[src/rtl/sref_pkg.sv]
package sref_pkg;
  typedef enum logic [1:0] {
    ST_IDLE  = 2'd0,
    ST_BURST = 2'd1,
    ST_ADAPT = 2'd2
  } sref_state_e;

  function automatic int max_of(input int a, input int b);
    return (a > b) ? a : b;
  endfunction
endpackage

[src/rtl/sref_band_lut.sv]
module sref_band_lut #(
  parameter int TEMP_W    = 8,
  parameter int NBANDS    = 4,
  parameter int BAND_STEP = 32,
  parameter int BASE_INTV = 15625,
  parameter int CNT_W     = 14
) (
  input  logic [TEMP_W-1:0] code,
  output logic [CNT_W-1:0]  intv
);
  localparam int BAND_W = (NBANDS > 1) ? $clog2(NBANDS) + 1 : 1;

  logic [NBANDS-1:0] above;
  logic [BAND_W-1:0] band;
  logic              bad_code;

  assign above[0] = 1'b0;

  // one threshold comparator per band boundary
  genvar g;
  generate
    for (g = 1; g < NBANDS; g++) begin : g_thr
      assign above[g] = (int'(code) >= g * BAND_STEP);
    end
  endgenerate

  assign bad_code = &code;

  always_comb begin
    band = '0;
    for (int i = 1; i < NBANDS; i++) begin
      if (above[i]) band = band + 1'b1;
    end
    if (bad_code) band = BAND_W'(NBANDS - 1);
  end

  assign intv = CNT_W'(BASE_INTV) >> band;
endmodule

[src/rtl/sref_pacer.sv]
module sref_pacer #(
  parameter int CNT_W = 14
) (
  input  logic             clk,
  input  logic             rst,
  input  logic             load,
  input  logic [CNT_W-1:0] load_val,
  output logic             expired
);
  logic [CNT_W-1:0] cnt;

  always_ff @(posedge clk) begin
    if (rst) begin
      cnt <= '0;
    end else if (load) begin
      cnt <= load_val;
    end else if (cnt != '0) begin
      cnt <= cnt - 1'b1;
    end
  end

  assign expired = (cnt == '0);
endmodule

[src/rtl/sref_row_ctr.sv]
module sref_row_ctr #(
  parameter int ROWS = 8192
) (
  input  logic                    clk,
  input  logic                    rst,
  input  logic                    clr,
  input  logic                    step,
  output logic [$clog2(ROWS)-1:0] row,
  output logic                    last
);
  localparam int ROW_W = $clog2(ROWS);

  assign last = (row == ROW_W'(ROWS - 1));

  always_ff @(posedge clk) begin
    if (rst || clr) begin
      row <= '0;
    end else if (step) begin
      row <= last ? '0 : row + 1'b1;
    end
  end
endmodule

[src/rtl/adaptive_sref_ctrl.sv]
module adaptive_sref_ctrl
  import sref_pkg::*;
#(
  parameter int ROWS      = 8192,
  parameter int BURST_GAP = 250,
  parameter int BASE_INTV = 15625,
  parameter int NBANDS    = 4,
  parameter int TEMP_W    = 8,
  parameter int BAND_STEP = 32
) (
  input  logic                    clk,
  input  logic                    rst,
  input  logic                    sref_en,
  input  logic                    temp_valid,
  input  logic [TEMP_W-1:0]       temp_code,
  output logic                    ref_req,
  output logic [$clog2(ROWS)-1:0] ref_row,
  output logic                    therm_en
);
  localparam int ROW_W      = $clog2(ROWS);
  localparam int MAX_SPAN   = max_of(BASE_INTV, BURST_GAP);
  localparam int CNT_W      = $clog2(MAX_SPAN + 1);
  localparam int SHORT_INTV = BASE_INTV >> (NBANDS - 1);

  sref_state_e      state;
  logic [CNT_W-1:0] intv_q;
  logic [CNT_W-1:0] lut_intv;
  logic             pace_load;
  logic [CNT_W-1:0] pace_val;
  logic             pace_zero;
  logic             row_clr;
  logic             row_step;
  logic [ROW_W-1:0] row_cur;
  logic             row_last;
  logic             issue;
  logic             capture;

  sref_band_lut #(
    .TEMP_W(TEMP_W), .NBANDS(NBANDS), .BAND_STEP(BAND_STEP),
    .BASE_INTV(BASE_INTV), .CNT_W(CNT_W)
  ) i_lut (
    .code(temp_code),
    .intv(lut_intv)
  );

  sref_pacer #(.CNT_W(CNT_W)) i_pacer (
    .clk(clk), .rst(rst), .load(pace_load),
    .load_val(pace_val), .expired(pace_zero)
  );

  sref_row_ctr #(.ROWS(ROWS)) i_rows (
    .clk(clk), .rst(rst), .clr(row_clr), .step(row_step),
    .row(row_cur), .last(row_last)
  );

  assign issue   = (state != ST_IDLE) && sref_en && pace_zero;
  assign capture = (state == ST_ADAPT) && sref_en && therm_en && temp_valid;

  // pacer and row counter steering
  always_comb begin
    pace_load = 1'b0;
    pace_val  = '0;
    row_clr   = 1'b0;
    row_step  = 1'b0;
    unique case (state)
      ST_IDLE: begin
        if (sref_en) begin
          pace_load = 1'b1;
          row_clr   = 1'b1;
        end
      end
      ST_BURST: begin
        if (issue) begin
          pace_load = 1'b1;
          row_step  = 1'b1;
          pace_val  = row_last ? CNT_W'(SHORT_INTV - 1) : CNT_W'(BURST_GAP - 1);
        end
      end
      default: begin
        if (issue) begin
          pace_load = 1'b1;
          row_step  = 1'b1;
          pace_val  = intv_q - 1'b1;
        end
      end
    endcase
  end

  always_ff @(posedge clk) begin
    if (rst) begin
      state    <= ST_IDLE;
      ref_req  <= 1'b0;
      ref_row  <= '0;
      therm_en <= 1'b0;
      intv_q   <= CNT_W'(SHORT_INTV);
    end else begin
      ref_req <= 1'b0;
      if (state == ST_IDLE) begin
        therm_en <= 1'b0;
        if (sref_en) begin
          state  <= ST_BURST;
          intv_q <= CNT_W'(SHORT_INTV);
        end
      end else if (!sref_en) begin
        state    <= ST_IDLE;
        therm_en <= 1'b0;
      end else begin
        if (capture) begin
          intv_q   <= lut_intv;
          therm_en <= 1'b0;
        end
        if (issue) begin
          ref_req <= 1'b1;
          ref_row <= row_cur;
          if (row_last) begin
            state    <= ST_ADAPT;
            therm_en <= 1'b1;
          end
        end
      end
    end
  end

  // an idle controller neither requests refresh nor powers the thermometer
  assert_idle_quiet_R10: assert property (@(posedge clk) disable iff (rst)
    (state == ST_IDLE) |-> (!ref_req && !therm_en));

  // thermometer is never powered during the burst
  assert_burst_therm_off_R2: assert property (@(posedge clk) disable iff (rst)
    (state == ST_BURST) |-> !therm_en);

  // thermometer power only comes on together with the last-row strobe
  assert_therm_rise_on_wrap_R9: assert property (@(posedge clk) disable iff (rst)
    $rose(therm_en) |-> (ref_req && ref_row == ROW_W'(ROWS - 1)));

  // a captured reading switches the thermometer off on the next cycle
  assert_capture_powers_down_R7: assert property (@(posedge clk) disable iff (rst)
    (capture && !(issue && row_last)) |=> !therm_en);

  generate
    if (BURST_GAP > 1) begin : g_gap_chk
      // burst strobes are never back to back
      assert_burst_spacing_R2: assert property (@(posedge clk) disable iff (rst)
        (state == ST_BURST && ref_req) |=> !ref_req);
    end
  endgenerate
endmodule

[config.mk]
export PLATFORM = sky130hd
export DESIGN_NAME = adaptive_sref_ctrl
export DESIGN_NICKNAME = d
export VERILOG_FILES = /design/src/rtl/sref_pkg.sv /design/src/rtl/sref_band_lut.sv /design/src/rtl/sref_pacer.sv /design/src/rtl/sref_row_ctr.sv /design/src/rtl/adaptive_sref_ctrl.sv
export SDC_FILE = /design/constraint.sdc
export NUM_CORES = 1
export LEC_CHECK = 0
export CORE_UTILIZATION = 55
export DETAILED_ROUTE_END_ITERATION = 10
export HOLD_SLACK_MARGIN = 0.1
export MAX_ROUTING_LAYER = met4
export PLACE_DENSITY_LB_ADDON = 0.25
export SETUP_SLACK_MARGIN = 0.15
export SYNTH_ARGS = -nofsm -noshare
export SYNTH_HDL_FRONTEND = slang
export SYNTH_HIERARCHICAL = 1
export SYNTH_SLANG_ARGS = --single-unit
[constraint.sdc]
create_clock -name clk -period 5.1 [get_ports clk]
set_clock_uncertainty 0.2 [all_clocks]
set_input_delay 0.765 -clock clk [delete_from_list [all_inputs] [get_ports clk]]
set_output_delay 0.765 -clock clk [all_outputs]
set_load 0.1 [all_outputs]
-- Word level (Yosys, flattened, before mapping)
Index checks and enable logic that the tools add are counted.
- input bits: 12
- latch bits: 0
- memory bits (writable): 0
- word-level logic and storage cells: 69
- register bits after elaboration: 58
- memory bits (read-only): 0
- memories: 0
- order comparisons: 3
- equal/unequal tests: 6
- bitwise gates (word level): 2
- multipliers: 0
- shift-type cells: 1
- $add $sub $neg: 5
- multiplexer cells: 28
- reductions and logical operators: 17
- divide/modulo/power cells: 0
- operators with widths (cell ; count):
    2-to-1 mux 14 bit ; 7
    one-hot mux 14 bit (2 select lines) ; 1
    subtractor 14 x 1 -> 14 bit, second input constant ; 2
    2-to-1 mux 11 bit ; 2
    >= comparator 8 x 7 -> 1 bit, second input constant ; 2
    zero test 14 bit ; 1
    nonzero test 14 bit ; 1
    >> shifter 14 x 3 -> 14 bit, first input constant ; 1
    adder 13 x 1 -> 13 bit, second input constant ; 1
    == test 13 bit, second input constant ; 1
    2-to-1 mux 13 bit ; 1
    2-to-1 mux 2 bit ; 5
    2-to-1 mux 1 bit ; 9
    2-to-1 mux 3 bit ; 3
    >= comparator 8 x 6 -> 1 bit, second input constant ; 1
    AND reduction 8 bit ; 1
    inequality test 3 x 1 -> 1 bit, second input constant ; 2
    AND reduction 3 bit ; 2
    nonzero test 2 bit ; 3
    logical AND 1 bit ; 5
    adder 3 x 1 -> 3 bit, second input constant ; 1
    OR reduction 3 bit ; 1
    adder 1 x 1 -> 2 bit, second input constant ; 1
    == test 2 x 1 -> 1 bit, second input constant ; 1
    6 further kinds ; 7

-- Longest topological paths before layout
Gate-level depths: netlist of run 1.
- word-level depth: 11
- gate-level depth with buffers: 16
- mapped depth without buffers: 13

-- Cells and area by module
The synthesis of run 1 kept the hierarchy.
- modules (own cells, without submodules) (module ; area each (um2) ; instances ; seq. area each (um2) ; cells each):
    adaptive_sref_ctrl ; 1448.9 ; 1 ; 620.6 ; 182
    sref_pacer ; 887.1 ; 1 ; 280.3 ; 109
    sref_row_ctr ; 626.9 ; 1 ; 260.2 ; 65
    sref_band_lut ; 360.3 ; 1 ; 0.0 ; 46

-- Worst setup path before layout of run 1
OpenSTA, ideal clock, no wires.
- kind: input -> register
- start: input port temp_code[7]
- end: register intv_q[2]
- stages on the path: 11
- path slack: 1.885 ns
- library setup time: 0.128 ns
- arrival: 2.887 ns
- path buffers: 1
- cell sequence: or2_2 > nor2_1 > ha_1 > and2_1 > buf_6 > o21ai_0 > inv_1 > ha_1 > mux2_4 > a22oi_1 > nor2_1
- cells in the longest elaborated chain, start to end: 11
- ends and longest elaborated chain (element ; RTL line ; RTL):
    from (decl) ; adaptive_sref_ctrl.sv:15 ; input logic [TEMP_W-1:0] temp_code,
    >= comparator 8 x 6 -> 1 bit ; sref_band_lut.sv:23 ; assign above[g] = (int'(code) >= g * BAND_STEP);
    2-to-1 mux 1 bit ; sref_band_lut.sv:32 ; if (above[i]) band = band + 1'b1;
    adder 1 x 1 -> 2 bit ; sref_band_lut.sv:32 ;
    2-to-1 mux 3 bit ; sref_band_lut.sv:32 ;
    adder 3 x 1 -> 3 bit ; sref_band_lut.sv:32 ;
    2-to-1 mux 3 bit ; sref_band_lut.sv:32 ;
    2-to-1 mux 3 bit * ; sref_band_lut.sv:34 ; if (bad_code) band = BAND_W'(NBANDS - 1);
    >> shifter 14 x 3 -> 14 bit * ; sref_band_lut.sv:37 ; assign intv = CNT_W'(BASE_INTV) >> band;
    net lut_intv[2] ; adaptive_sref_ctrl.sv:27 ; logic [CNT_W-1:0] lut_intv;
    2-to-1 mux 14 bit * ; adaptive_sref_ctrl.sv:108 ; if (capture) begin
    2-to-1 mux 14 bit * ; adaptive_sref_ctrl.sv:104 ; end else if (!sref_en) begin
    2-to-1 mux 14 bit * ; adaptive_sref_ctrl.sv:98 ; if (state == ST_IDLE) begin
    to (signal assigned) ; adaptive_sref_ctrl.sv:95 ; intv_q <= CNT_W'(SHORT_INTV);
    to (signal assigned) ; adaptive_sref_ctrl.sv:102 ; intv_q <= CNT_W'(SHORT_INTV);
    to (signal assigned) ; adaptive_sref_ctrl.sv:109 ; intv_q <= lut_intv;
    to (decl) ; adaptive_sref_ctrl.sv:26 ; logic [CNT_W-1:0] intv_q;
The timed path passes the listed nets; every way through them passes the cells marked *. The select of a mux whose other input is x is not followed.
A chain may end at the register's enable or synchronous reset.

-- Worst setup path after layout of run 1
- start: register i_pacer.cnt[0]
- end: register i_pacer.cnt[4]
- cells in the longest elaborated chain, start to end: 5
- ends and longest elaborated chain (element ; RTL line ; RTL):
    from (decl) ; sref_pacer.sv:10 ; logic [CNT_W-1:0] cnt;
    from (signal assigned) ; sref_pacer.sv:16 ; cnt <= load_val;
    from (signal assigned) ; sref_pacer.sv:18 ; cnt <= cnt - 1'b1;
    zero test 14 bit * ; sref_pacer.sv:22 ; assign expired = (cnt == '0);
    net pace_zero ; adaptive_sref_ctrl.sv:30 ; logic pace_zero;
    logical AND 1 bit * ; adaptive_sref_ctrl.sv:56 ; assign issue = (state != ST_IDLE) && sref_en && pace_zero;
    2-to-1 mux 1 bit * ; adaptive_sref_ctrl.sv:73, adaptive_sref_ctrl.sv:80 ;
    2-to-1 mux 1 bit * ; n/a ;
    net pace_load ; adaptive_sref_ctrl.sv:28 ; logic pace_load;
    2-to-1 mux 14 bit / nonzero test 2 bit (equally long branches) ; n/a ;
Marked as above.

==> results.yml, run 1 <==
synth:
  syn_inst: 402
  synth_common_cells: "58 x dfxtp_1, 46 x nor2_1, 44 x nand2_1"
  synthArstFlopShare_pct: 0
  synthesis.area_um2: 3320
  synth-seq-cells: 58
  synth_top_area_share_pct: 34.9
  yosysUniqueCellTypes: 65
  synth-edff-count: 0
  yosys.area.top_type: "dfxtp_1"
  ys_seq_area_share_pct: 34.9
  synth-main-ff-cell: "dfxtp_1"
  synth_fp_nets: 426
  synth_area_leaders: "dfxtp_1 35%, nor2_1 5.2%, nand2_1 5.0%"
  synth.most_common_cell: "dfxtp_1"
  yosys_warnings: 6
  syn_avg_cell_area_um2: 8.27
sta:
  finalHoldViolCount: 0
  fin_crit_sh_pct: 70.3
  setup_viol: 0
  slew_viol_final: 0
  fin_setup_tns_ns: 0
  relSlewSlack_pct: 34.6
  grt_setup_unrepaired: "no"
  clock.fmax_mhz: 279
  tightest_slew_ns: 0.979
  period_needed_ns: 3.58
die:
  core_um2: 5680
  fp.dieArea_um2: 6360
  die_height_um: 79.7
  pin_count: 27
  die_x_um: 79.7
  initial_core_util_pct: 58.6
  rows: 27
cts:
  post_cts_buffers: 0
  cts-resized-gates: 0
  clockBufferDepth: 2
  cts_tree: "yes"
  holdBufCountCts: 0
  cts.sinks: 58
  cts_buffers: 9
  clk_latency_ns: 0.34
  cts_root_buffer: "clkbuf_8"
  cts_max_level: 3
  clk_pin_slew_worst_paths_ns: 0.07
min_path:
  holdCritStartpoint: "ref_row[11]$_SDFFE_PP0P_"
  hp-class: "reg2reg"
route:
  route.vias.total: 2884
  post-route-drc-count: 0
  wire_per_inst_um: 14.4
  first_pass_iters: 4
  ant_nets: 0
  drt_iter0_drc: 118
  vias_per_cell: 5.79
  drt_wl_total_um: 7160
setup_path:
  worst_path_max_delay_cell: "or2_1"
  r2r_start: "i_pacer/cnt[0]$_SDFFE_PP0P_"
  cp.arrival_ns: 3.64
  reg2reg_slack_ns: 1.52
  start_kind: "register"
  slowest_delay_ns: 0.67
  path_class: "reg2reg"
  cp_max_fo: 24
  crit_required_ns: 5.15
  crit_path_start: "i_pacer/cnt[0]$_SDFFE_PP0P_"
  crit_path_end_kind: "register"
  crit_chain: "inv_1 -> ha_1 -> nor4b_4 -> nand4_1 -> inv_1 -> nand2_1 -> or2_1 -> inv_2 -> or2_1 -> nor2b_1 -> nand2_1 -> o21ai_0"
finish:
  areaGrowthSynthToFinish_pct: 14.0
  layout.nets: 446
  design_area_um2: 3790
  n_antenna_cell: 0
  drive_gt1_share_pct: 10.3
pwr:
  vdd_drop_max_uv: 207
  cellPowerDensity_nw_per_um2: 321
  pwr-share-seq_pct: 42.0
  p_switching_mw: 0.360
  p_int_mw: 0.855
  swShare_pct: 29.6
  leakagePower_nw: 1.33
  comb_power_share_pct: 20.6
  clkPwrFrac_pct: 37.4
global_routing:
  grt_max_degree: 26
  antenna_found_initial: 0
  overflow: 0
  globalRouteTotalUtil_pct: 25.4
  grt_pass1_wl_um: 12100
  grt_pass1_vias: 2696
place:
  gp_congestion: 0.878
  placed_area_um2: 3580
  portBuffers: 26
  dp_hpwl_um: 5150
job:
  cap_violations: 0
outcome:
  outcome: "completed"
## critical path, delay by kind of cell, from the launching register on
| family | cells | cell delay (ns) |
|---|---|---|
| AND/OR/NAND/NOR | 7 | 2.02 |
| buffers and inverters | 3 | 0.58 |
| flip-flops | 1 | 0.36 |
| adder cells (fa/ha/maj) | 1 | 0.24 |
| AO/OA/AOI/OAI | 1 | 0.09 |
## metrics by stage
stage | setup slack, ns | utilization [%] | total power [mW] | cells | hold slack, ns
2_1_floorplan | 1.89 | - | 0.706 | 402 | 0.229
3_3_place_gp | 1.35 | 63.1 | 0.758 | 483 | 0.241
3_5_place_dp | 1.18 | 63.1 | 0.765 | 483 | 0.248
4_1_cts | 1.53 | 66.8 | 1.22 | 498 | 0.257
5_1_grt | 1.15 | 66.8 | 1.27 | 498 | 0.276
6_report | 1.52 | 66.8 | 1.21 | 498 | 0.256
## sequential cells by signal, indices dropped and copies added (netlist names)
| name | flops |
|---|---|
| i_pacer/cnt | 14 |
| ref_req | 1 |
| intv_q | 14 |
| i_rows/row | 13 |
| ref_row | 13 |
| therm_en | 1 |
| state | 2 |
## layout by cell type (no fill, tap or decap), drive strengths merged, types with 7 or more instances in the layout
master         Yosys  routed
xor2              13      13
inv               20      20
a21oi             25      25
clkdlybuf4s50      0      26
nor3              15      15
ha                12      12
nor4               7       7
a22oi              9       9
o21ai             13      13
xnor2             12      12
clkbuf             8       9
nand2b            13      13
nor2              47      47
nand3             11      11
o22ai              7       7
nand2             44      44
dfxtp             58      58
nand4              9       9
## kinds of logic (layout without fill, tap and decap cells)
logic type      Yosys count  after routing  synth area share (%)
xor+xnor                 25             25                  6.59
flops                    58             58                  34.9
buf+inv                  40             64                  5.69
fa+ha+maj                12             12                  4.52
compound gates           83             83                  16.6
mux                       5              5                  1.81
simple gates            179            179                  29.9
## metal layers
layer / GRT usage [%] / wire length, um / share of wire [%] / up-vias
li1: - / - / - / 1455
met1: 31.2 / 3230 / 45 / 1323
met2: 40.7 / 3410 / 48 / 90
met3: 4.11 / 330 / 4.6 / 16
met4: 12.3 / 182 / 2.5 / 0
met5: - / 0 / 0 / -
## power by group through the flow
stage / registers (mW) / clock network, mW / logic, mW
after global placement: 0.518 / 0 / 0.240
after detailed placement: 0.520 / 0 / 0.246
after CTS: 0.510 / 0.462 / 0.249
after floorplan: 0.512 / 0 / 0.194
final: 0.511 / 0.454 / 0.250
after global routing: 0.514 / 0.480 / 0.277
## path summary, 6_finish.rpt
kind | end | cells past startpoint
max reg2reg | i_pacer/cnt[4]$_SDFFE_PP0P_ | 12
min reg2reg | ref_row[11]$_SDFFE_PP0P_ | 2
min | ref_row[11]$_SDFFE_PP0P_ | 2
max | i_pacer/cnt[4]$_SDFFE_PP0P_ | 12
## cell type report
class / instances / area [um2]
Clock buffer: 9 / 124
Fill cell: 491 / 1890
Sequential cell: 58 / 1160
Multi-Input combinational cell: 304 / 1970
Tap cell: 72 / 90.1
Clock inverter: 6 / 82.6
Timing Repair Buffer: 29 / 283
Inverter: 20 / 75.1
Note: power is estimated with default switching activity, not from simulation.
==> run 2, diff against run 1 <==
==> constraint.sdc (replaced) <==
create_clock -name clk -period 3.7 [get_ports clk]
set_clock_uncertainty 0.2 [all_clocks]
set_input_delay 0.555 -clock clk [delete_from_list [all_inputs] [get_ports clk]]
set_output_delay 0.555 -clock clk [all_outputs]
set_load 0.1 [all_outputs]
==> run 2 against run 1 <==
  * Sequential share of layout area fell by 0.29 points
  * Clock-buffer cell count rose by 1
  * Sequential power rose by 38%
  * Power rose by 34%
  * Utilization rose by 0.64 points
  * Hold slack got worse by 0.0015 ns
  * Combinational power rose by 40%
  * Critical path type unchanged
  * Critical endpoint is now i_rows/row[5]$_SDFFE_PP0P_
  * Largest cell class unchanged
==> results.yml, run 2 (synthesis gave the netlist of run 1 again) <==
outcome:
  outcome: "completed"
pwr:
  vdd_drop_max_uv: 275
  comb_power_share_pct: 21.4
  pwr-share-seq_pct: 43.3
  clkPwrFrac_pct: 35.3
  cellPowerDensity_nw_per_um2: 425
  leakagePower_nw: 1.35
  finalPower_mw: 1.63
  swShare_pct: 30.1
  p_int_mw: 1.14
  p_switching_mw: 0.490
sta:
  finalHoldViolCount: 0
  fin_crit_sh_pct: 88.6
  period_needed_ns: 3.28
  setup_viol: 0
  grt_setup_unrepaired: "yes"
  slew_viol_final: 0
  fin_setup_tns_ns: 0
  relSlewSlack_pct: 34.2
  tightest_slew_ns: 0.984
  clock.fmax_mhz: 305
finish:
  n_antenna_cell: 0
  layout_common_cells: "58 x dfxtp_1, 46 x nor2_1, 44 x nand2_1"
  reg_top3: "i_pacer/cnt (14), intv_q (14)"
  layout_commonest_cell: "dfxtp_1"
  areaGrowthSynthToFinish_pct: 15.1
  drive_gt1_share_pct: 11.6
  design_area_um2: 3820
  layout.nets: 451
die:
  core_um2: 5680
  die_x_um: 79.7
  die_height_um: 79.7
  initial_core_util_pct: 58.6
  pin_count: 27
  fp.dieArea_um2: 6360
  rows: 27
global_routing:
  grt_pass1_wl_um: 12000
  overflow: 0
  antenna_found_initial: 0
  globalRouteTotalUtil_pct: 25.1
  grt_max_degree: 23
  grt_pass1_vias: 2653
min_path:
  hp-class: "reg2reg"
route:
  drt_wl_total_um: 7120
  first_pass_iters: 5
  post-route-drc-count: 0
  ant_nets: 0
  route.vias.total: 2864
  wire_per_inst_um: 14.2
  drt_iter0_drc: 125
  vias_per_cell: 5.69
setup_path:
  path_class: "reg2reg"
  crit_required_ns: 3.73
  cp_max_fo: 12
  crit_path_end_kind: "register"
  start_kind: "register"
  cp.arrival_ns: 3.31
place:
  placed_area_um2: 3610
  dp_hpwl_um: 5160
  portBuffers: 26
  gp_congestion: 0.865
cts:
  cts_buffers: 9
  cts_max_level: 3
  clk_pin_slew_worst_paths_ns: 0.07
  clk_latency_ns: 0.34
  cts_tree: "yes"
  clockBufferDepth: 2
  cts_root_buffer: "clkbuf_8"
  cts.sinks: 58
  holdBufCountCts: 0
job:
  cap_violations: 0
-- run 2: cell count changes in the layout (fill, tap and decap cells not counted), sizes merged --
cell,change
buf,+5
bufinv,-1
clkbuf,+1
clkinv,-1
clkinvlp,+1
-- run 2: final cells by class --
cell class                 instances  area (um2)
clock buffer                      10         138
clock inverter                     5        55.1
fill                             481        1850
inverter                          20        75.1
multi-input combinational        304        1970
sequential                        58        1160
tap                               72        90.1
timing repair buffer              34         333
-- run 2: per-stage QoR --
stage / util, % / setup WS [ns] / hold slack (ns) / cells
after detailed placement: 63.6 / 0.272 / 0.246 / 487
after global placement: 63.6 / 0.366 / 0.243 / 487
after global routing: 67.4 / 0.131 / 0.270 / 503
after CTS: 67.0 / 0.274 / 0.255 / 502
final: 67.4 / 0.421 / 0.254 / 503
after floorplan: - / 0.695 / 0.229 / 402
-- run 2: power by group through the flow --
| stage | sequential, mW | combinational, mW | clock (mW) |
|---|---|---|---|
| after floorplan | 0.706 | 0.267 | 0 |
| final | 0.704 | 0.349 | 0.573 |
| after global routing | 0.710 | 0.392 | 0.615 |
| after CTS | 0.703 | 0.345 | 0.582 |
| after detailed placement | 0.717 | 0.342 | 0 |
| after global placement | 0.714 | 0.335 | 0 |
-- run 2: path summary, 6_finish.rpt --
| kind | start | end | slack, ns | cells after the start |
|---|---|---|---|---|
| setup / recovery | i_pacer/cnt[0]$_SDFFE_PP0P_ | i_rows/row[5]$_SDFFE_PP0P_ | 0.42 | 13 |
| hold / removal | ref_row[12]$_SDFFE_PP0P_ | ref_row[12]$_SDFFE_PP0P_ | 0.25 | 2 |
| setup reg to reg | i_pacer/cnt[0]$_SDFFE_PP0P_ | i_rows/row[5]$_SDFFE_PP0P_ | 0.42 | 13 |
| hold reg to reg | ref_row[12]$_SDFFE_PP0P_ | ref_row[12]$_SDFFE_PP0P_ | 0.25 | 2 |
-- run 2: worst max-delay path, stage by stage (launching register included) --
cell and delay [ns]:
dfxtp_1 0.37, inv_1 0.10, ha_1 0.22, nor4b_4 0.33
nand4_1 0.20, inv_1 0.20, nand2_1 0.11, or2_1 0.28
inv_2 0.17, buf_4 0.20, nand4_2 0.22, o31ai_4 0.35
buf_12 0.17, nor2_1 0.05
-- run 2: what timing repair did --
item	CTS	global route
resized for setup	0	1
setup endpoints to repair	0	24
buffers inserted	0	1
-- run 2: metal layers --
layer	up-vias	part of all wire (%)	global-route usage (%)
met5	-	0	-
met4	0	1.3	10.5
met3	7	4.1	4.57
met2	59	48	39.3
li1	1474	-	-
met1	1324	47	31.8
